### src/rtl/jtg_pkg.sv
package jtg_pkg;
  localparam int BYTE_W  = 8;
  localparam int HI_W    = 3;
  localparam int PAGE_W  = BYTE_W + HI_W;
  localparam int LOW_W   = BYTE_W - HI_W;

  localparam logic [LOW_W-1:0]  PAGE_JMP_LO  = 5'b00001;
  localparam logic [LOW_W-1:0]  PAGE_CALL_LO = 5'b10001;
  localparam logic [BYTE_W-1:0] LONG_JMP_OPC  = 8'h02;
  localparam logic [BYTE_W-1:0] LONG_CALL_OPC = 8'h12;
  localparam logic [BYTE_W-1:0] IDX_JMP_OPC   = 8'h73;

  typedef enum logic [2:0] {
    BK_NONE, BK_PJMP, BK_PCALL, BK_LJMP, BK_LCALL, BK_IDX
  } br_kind_e;

  function automatic logic kind_is_call(input br_kind_e k);
    return (k == BK_PCALL) || (k == BK_LCALL);
  endfunction
endpackage

### src/rtl/jtg_decode.sv
module jtg_decode
  import jtg_pkg::*;
(
  input  logic [BYTE_W-1:0] opc,
  output br_kind_e          kind
);
  always_comb begin
    kind = BK_NONE;
    if (opc[LOW_W-1:0] == PAGE_JMP_LO)       kind = BK_PJMP;
    else if (opc[LOW_W-1:0] == PAGE_CALL_LO) kind = BK_PCALL;
    else if (opc == LONG_JMP_OPC)            kind = BK_LJMP;
    else if (opc == LONG_CALL_OPC)           kind = BK_LCALL;
    else if (opc == IDX_JMP_OPC)             kind = BK_IDX;
  end
endmodule

### src/rtl/jtg_addr.sv
module jtg_addr
  import jtg_pkg::*;
#(
  parameter int AW = 16
) (
  input  br_kind_e          kind,
  input  logic [BYTE_W-1:0] opc,
  input  logic [BYTE_W-1:0] arg1,
  input  logic [BYTE_W-1:0] arg2,
  input  logic [AW-1:0]     next_pc,
  input  logic [BYTE_W-1:0] acc,
  input  logic [AW-1:0]     dptr,
  output logic [AW-1:0]     tgt
);
  localparam int PG_HI_W = AW - PAGE_W;
  localparam int LONG_W  = 2 * BYTE_W;

  function automatic logic [AW-1:0] page_tgt(input logic [AW-1:0] pc,
                                             input logic [BYTE_W-1:0] op,
                                             input logic [BYTE_W-1:0] lo);
    return {pc[AW-1:PAGE_W], op[BYTE_W-1:LOW_W], lo};
  endfunction

  function automatic logic [AW-1:0] long_tgt(input logic [BYTE_W-1:0] hi,
                                             input logic [BYTE_W-1:0] lo);
    logic [LONG_W-1:0] w;
    w = {hi, lo};
    return AW'(w);
  endfunction

  function automatic logic [AW-1:0] idx_tgt(input logic [AW-1:0] base,
                                            input logic [BYTE_W-1:0] ofs);
    return base + {{(AW-BYTE_W){1'b0}}, ofs};
  endfunction

  if (PG_HI_W < 1) begin : g_bad_aw
    initial $error("AW must exceed the page field width");
  end

  always_comb begin
    unique case (kind)
      BK_PJMP, BK_PCALL: tgt = page_tgt(next_pc, opc, arg1);
      BK_LJMP, BK_LCALL: tgt = long_tgt(arg1, arg2);
      BK_IDX:            tgt = idx_tgt(dptr, acc);
      default:           tgt = '0;
    endcase
  end
endmodule

### src/rtl/jtg_outreg.sv
module jtg_outreg #(
  parameter int AW = 16
) (
  input  logic          clk,
  input  logic          rst_n,
  input  logic          load,
  input  logic          d_taken,
  input  logic [AW-1:0] d_target,
  input  logic          d_push,
  input  logic [AW-1:0] d_ret,
  output logic          q_vld,
  output logic          q_taken,
  output logic [AW-1:0] q_target,
  output logic          q_push,
  output logic [AW-1:0] q_ret
);
  always_ff @(posedge clk or negedge rst_n) begin
    if (!rst_n) begin
      q_vld    <= 1'b0;
      q_taken  <= 1'b0;
      q_target <= '0;
      q_push   <= 1'b0;
      q_ret    <= '0;
    end else begin
      q_vld <= load;
      if (load) begin
        q_taken  <= d_taken;
        q_target <= d_target;
        q_push   <= d_push;
        q_ret    <= d_ret;
      end
    end
  end
endmodule

### src/rtl/jump_target_gen.sv
module jump_target_gen
  import jtg_pkg::*;
#(
  parameter int AW = 16
) (
  input  logic              clk,
  input  logic              rst_n,
  input  logic              req,
  input  logic [BYTE_W-1:0] opc,
  input  logic [BYTE_W-1:0] arg1,
  input  logic [BYTE_W-1:0] arg2,
  input  logic [AW-1:0]     next_pc,
  input  logic [BYTE_W-1:0] acc,
  input  logic [AW-1:0]     dptr,
  output logic              out_vld,
  output logic              taken,
  output logic [AW-1:0]     target,
  output logic              push_ret,
  output logic [AW-1:0]     ret_addr
);
  br_kind_e      dec_kind;
  logic          dec_taken;
  logic          dec_call;
  logic [AW-1:0] comb_target;
  logic [AW-1:0] comb_ret;

  jtg_decode u_dec (
    .opc  (opc),
    .kind (dec_kind)
  );

  jtg_addr #(.AW(AW)) u_addr (
    .kind    (dec_kind),
    .opc     (opc),
    .arg1    (arg1),
    .arg2    (arg2),
    .next_pc (next_pc),
    .acc     (acc),
    .dptr    (dptr),
    .tgt     (comb_target)
  );

  assign dec_taken = (dec_kind != BK_NONE);
  assign dec_call  = kind_is_call(dec_kind);
  assign comb_ret  = dec_call ? next_pc : '0;

  jtg_outreg #(.AW(AW)) u_out (
    .clk      (clk),
    .rst_n    (rst_n),
    .load     (req),
    .d_taken  (dec_taken),
    .d_target (comb_target),
    .d_push   (dec_call),
    .d_ret    (comb_ret),
    .q_vld    (out_vld),
    .q_taken  (taken),
    .q_target (target),
    .q_push   (push_ret),
    .q_ret    (ret_addr)
  );
endmodule

### config.mk
export PLATFORM = sky130hd
export DESIGN_NAME = jump_target_gen
export DESIGN_NICKNAME = d
export VERILOG_FILES = /design/src/rtl/jtg_pkg.sv /design/src/rtl/jtg_decode.sv /design/src/rtl/jtg_addr.sv /design/src/rtl/jtg_outreg.sv /design/src/rtl/jump_target_gen.sv
export SDC_FILE = /design/constraint.sdc
export NUM_CORES = 1
export LEC_CHECK = 0
export BUFFER_PORTS_ARGS = -buffer_cell sky130_fd_sc_hd__buf_4
export CORE_UTILIZATION = 40
export DETAILED_ROUTE_END_ITERATION = 10
export HOLD_SLACK_MARGIN = 0.1
export PLACE_DENSITY = 0.71
export RECOVER_POWER = 100
export SKIP_CTS_REPAIR_TIMING = 1
export SLEW_MARGIN = 15
export SYNTH_ARGS = -nofsm -noshare
export SYNTH_HDL_FRONTEND = slang
export SYNTH_SLANG_ARGS = --single-unit
### constraint.sdc
create_clock -name clk -period 1.85 [get_ports clk]
set_input_delay 0.37 -clock clk [delete_from_list [all_inputs] [get_ports clk]]
set_output_delay 0.37 -clock clk [all_outputs]
set_load 0.01 [all_outputs]
After elaboration in Yosys (flattened, before gate mapping). Cells that the tools add are included.

Multiply operators: 0. Divide/modulo/power cells: 0. Bitwise logic cells: 0. Order comparisons: 0. Add/sub/neg operators: 1. Shift operators: 0. Mux-type cells: 7. Reductions and logical operators: 4. Eq/ne operators: 10.

Operator list (number): one-hot mux 16 bit (3 select lines) (1); adder 16 x 8 -> 16 bit (1); 2-to-1 mux 16 bit (1); 2-to-1 mux 3 bit (5); == test 8 x 2 -> 1 bit, second input constant (1); == test 8 x 5 -> 1 bit, second input constant (1); == test 8 x 7 -> 1 bit, second input constant (1); == test 3 x 2 -> 1 bit, second input constant (2); == test 3 bit, second input constant (2); == test 5 x 1 -> 1 bit, second input constant (1); == test 5 bit, second input constant (1); OR reduction 2 bit (2); == test 3 x 1 -> 1 bit, second input constant (1); nonzero test 3 bit (1); logical OR 1 bit (1).

Memories kept: 0. Output and inout bits: 35. Input port bits: 67. Logic and storage cells: 27. Register bits: 35. Bits in latches: 0. Memory bits (writable): 0. Bits in read-only memories: 0.

Logic depth before layout (Yosys ltp).
Depth in word-level cells: 9. Depth in mapped cells: 9. Gate-level depth less buffers: 9.

By module. A second synthesis with hierarchy kept.

Cells, all modules: 287. Area, all modules: 2940.3 µm².

Modules (own cells, without submodules): jtg_outreg (cells each 73, instances 1, area each 1442.6 µm², seq. area each 875.8 µm²); jtg_addr (cells each 180, instances 1, area each 1211.2 µm², seq. area each 0.0 µm²); jump_target_gen (cells each 22, instances 1, area each 214.0 µm², seq. area each 0.0 µm²); jtg_decode (cells each 12, instances 1, area each 72.6 µm², seq. area each 0.0 µm²).

Least setup slack after synthesis. No wires, ideal clock.

Path type: input -> register. From: in acc[0]. To: reg u_out.q_target[14]. Path slack: -0.071 ns. Data arrival time: 1.788 ns. Path buffers: 0. Required time: 1.718 ns. Setup time: 0.132 ns. Stages on the path: 9. Cells stage by stage: ha_1 -> inv_1 -> fa_1 -> nor2b_1 -> o2111ai_1 -> a21oi_1 -> o21ai_0 -> xor2_1 -> o22ai_1.

Word-level cells in the longest chain between the ends: 2.

Ends and longest elaborated chain: from (decl) (RTL line jump_target_gen.sv:13) `input logic [BYTE_W-1:0] acc,`; adder 16 x 8 -> 16 bit (RTL line jtg_addr.sv:33) `return base + {{(AW-BYTE_W){1'b0}}, ofs};`; one-hot mux 16 bit (3 select lines) (RTL line jtg_addr.sv:41) `unique case (kind)`; to (signal assigned) (RTL line jtg_outreg.sv:28) `q_target <= d_target;`; to (decl) (RTL line jtg_outreg.sv:13) `output logic [AW-1:0] q_target,`.

No other way between the ends. A chain may end at the register's enable or synchronous reset.

Final worst setup path.
From: in acc[1]. To: reg u_out.q_target[11].

Same word-level chain as after synthesis.

==> results by group <==
Pwr
  • Leakage power: between 1 and 1.5 nW
  • Peak VDD IR: 0.4138 mV
  • Switching fraction of total power: 25.16%
  • Flop pwr share: between 40% and 50%
  • Combinational share of power: about 23%
  • Internal: about 1.5 mW
  • Power Density: 641.3 mW/mm^2
  • Clock power share: between 30% and 40%
  • Psw: 0.4882 mW

CTS
  • CTS H-tree lvls: 2
  • Reg clk slew, reported paths: approximately 0.070 ns
  • Clk_lat worst skew: 0.28 ns
  • Clk buf depth: 2
  • CTS tree: yes
  • CTS root buf: clkbuf_8
  • Clock Sinks: 35
  • Total CTS buffers: 5

Finish
  • Most frequent cells in the layout: 82 x buf_4, 36 x clkbuf_1, 35 x dfrtp_1, 19 x a22o_1, 13 x nor2_1
  • Multi-input gate area: 0.001097 sq mm
  • Layout cells sized above 1: 33.02%
  • Synthesis-to-finish area growth: 48.98%
  • Nets: between 300 and 400
  • Leading cell type in the layout, fill and taps excluded: buf_4
  • Finished Layout Cells: around 390
  • Fill count: approximately 480
  • Cell area after layout: roughly 0.0030 sq mm
  • # diodes: 0
  • Register area: 875.8 sq um

Synthesis
  • Syn Nets: around 280
  • #FFs+latches synth: 35
  • Post-synthesis cell area: about 0.0020 sq mm
  • Largest area contributor in the netlist: dfrtp_1
  • Top cell type's share of synthesized area: a little over two fifths
  • Async SR Flop Fraction: 100.0%
  • Sequential area share after synthesis: between 40% and 50%
  • Top post-synthesis cells by area: dfrtp_1 43%, a22o_1 8.2%, ha_1 4.9%
  • Post-synth cell types: 43
  • Post-synth EDFFs: 0
  • Mean Syn Cell Area: between 10 and 15 sq um
  • Top_reg_cell synth: dfrtp_1
  • Synth Instances: between 150 and 200
  • Synth warnings: 0

Status
  • Status: finished clean

Placed design
  • Routability Congestion: between 0.8 and 0.9
  • HPWL after DPL: 4877 um
  • Post-place instance area: roughly 0.003 sq mm
  • Port bufs: between 100 and 150
  • Inst Count DP: 379

Worst setup path
  • Worst Setup Path Type: input pin to register
  • Origin of the worst setup path: acc[1]
  • Reg2reg path depth: 3
  • R2r endpoint: u_out.q_target[4]$_DFFE_PN0P_
  • Crit path DAT: around 2.0 ns
  • CP Capture Type: register
  • Reg2Reg Setup Slack: 1.08 ns
  • Startpoint Class: input pin
  • RR Startpoint: u_out.q_target[4]$_DFFE_PN0P_
  • Worst EP required: roughly 2.0 ns
  • Worst-path fanout max: 4

Timing
  • Final Hold Vio Count: 0
  • Worst setup skew after layout: 0 ns
  • Final min period: 1.814 ns
  • Max Fclk: 551.2 MHz
  • Final worst-path cycle share: a little over nine tenths
  • Slew Viols, Final: 0
  • Final setup fails: 0
  • RSZ-0062 raised after global routing: yes
  • Slew margin rel.: a little over two fifths
  • TNS Setup: 0 ns
  • Worst Tran Pin Value: between 0.8 and 0.9 ns

Job
  • Max_cap viols: 0

Min path
  • Hold Path Stages: 2
  • Min-delay src: next_pc[10]
  • Min-delay worst type: input pin to register
  • Hold EP: u_out.q_ret[10]$_DFFE_PN0P_

Global routing
  • Initial antenna violation count: 0
  • Grt total ovfl: 0
  • Vias in the first global route: ~2000
  • First-pass GRT wire length: ~9400 um
  • Pin count of the biggest net entering global routing: 36
  • Tot GR Track Use: between 20% and 30%

Drt
  • Post-route DRC: 0
  • Initial DRC count: roughly 100
  • Final wirelength: between 6000 and 7000 um
  • Drt wl/cell: roughly 16 um
  • Routed vias: 2100
  • Routed Antenna Nets: 0
  • DR pass1 iterations: 4
  • Post-DR vias/cell: between 5 and 6

Floorplanning
  • Starting Density: 42.16%
  • Die height: 73.25 um
  • Core area: between 0.004 and 0.005 sq mm
  • DIE AREA: approximately 0.0054 sq mm
  • Die W: between 70 and 80 um
  • Cell Rows: 25
  • # IOs: between 100 and 150
[area by class of cell]
cell class                 count  share of cell area, %
clock inverter                 2                  1.158
inverter                      10                  1.241
tap                           67                  2.771
multi-input combinational    144                  36.27
sequential                    35                  28.95
clock buffer                   6                  2.730
timing repair buffer         124                  26.88
[Yosys cell counts (all sizes together) (6+ instances only)]
master  number
a21oi       10
a221oi       8
a22o        19
a22oi        6
dfrtp       35
ha           8
inv         10
nand2       10
nor2        13
o21ai        6
o22ai        8
xnor2        8
[worst max-delay path by stage]
| stage | slack [ns] | end |
|---|---|---|
| CTS | 0.07 | u_out.q_target[13]$_DFFE_PN0P_ |
| global placement | -0.18 | u_out.q_target[13]$_DFFE_PN0P_ |
| finish | 0.04 | u_out.q_target[11]$_DFFE_PN0P_ |
| floorplan | 0.003 | u_out.q_target[13]$_DFFE_PN0P_ |
| detailed placement | -0.23 | u_out.q_target[13]$_DFFE_PN0P_ |
| global route | -0.03 | u_out.q_target[15]$_DFFE_PN0P_ |
[power groups by stage]
stage                     Clock [mW]  Combinational, mW  Sequential [mW]
after floorplan                    0              0.180            0.825
after global placement             0              0.443            0.814
after detailed placement           0              0.452            0.816
after CTS                      0.726              0.454            0.801
after global routing           0.758              0.480            0.802
final                          0.700              0.439            0.801
[per-layer routing]
metal	routed length, um	GRT usage, %	share of wire (%)
met5	0	0	0
met4	125	10.02	2.1
met3	430	5.350	7.1
met2	2969	40.84	49
met1	2568	27.53	42
[worst max-delay path: stages]
cell     delay [ns]
buf_4          0.12
ha_1           0.27
a21o_2         0.15
nand4_2        0.13
a311o_1        0.44
a21oi_1        0.20
xnor2_1        0.18
o22ai_1        0.12
[per-stage QoR]
| stage | power, mW | hold slack, ns | util, % | worst slack [ns] |
|---|---|---|---|---|
| final | 1.940 | 0.3109 | 62.81 | 0.03582 |
| after detailed placement | 1.268 | 0.3486 | 62.68 | -0.2254 |
| after CTS | 1.980 | 0.03876 | 65.12 | 0.07217 |
| after floorplan | 1.005 | 0.07441 | - | 0.002639 |
| after global routing | 2.040 | 0.3007 | 62.81 | -0.03312 |
| after global placement | 1.258 | 0.3468 | 62.68 | -0.1784 |
[cell families after synthesis]
group,after synthesis,share of synthesized area [%]
AOI/OAI and AO/OA,83,31.05
xor gates and xnor gates,11,4.745
adders and majority gates,9,5.915
buffers and inverters,20,4.436
DFF,35,43.13
and+or+nand+nor,41,10.72
[registers in the layout, indices dropped and copies added (netlist names)]
signal	count
u_out.q_ret	16
u_out.q_target	16
u_out.q_vld	1
u_out.q_push	1
u_out.q_taken	1
No activity file was read; power rests on OpenSTA's default activity.
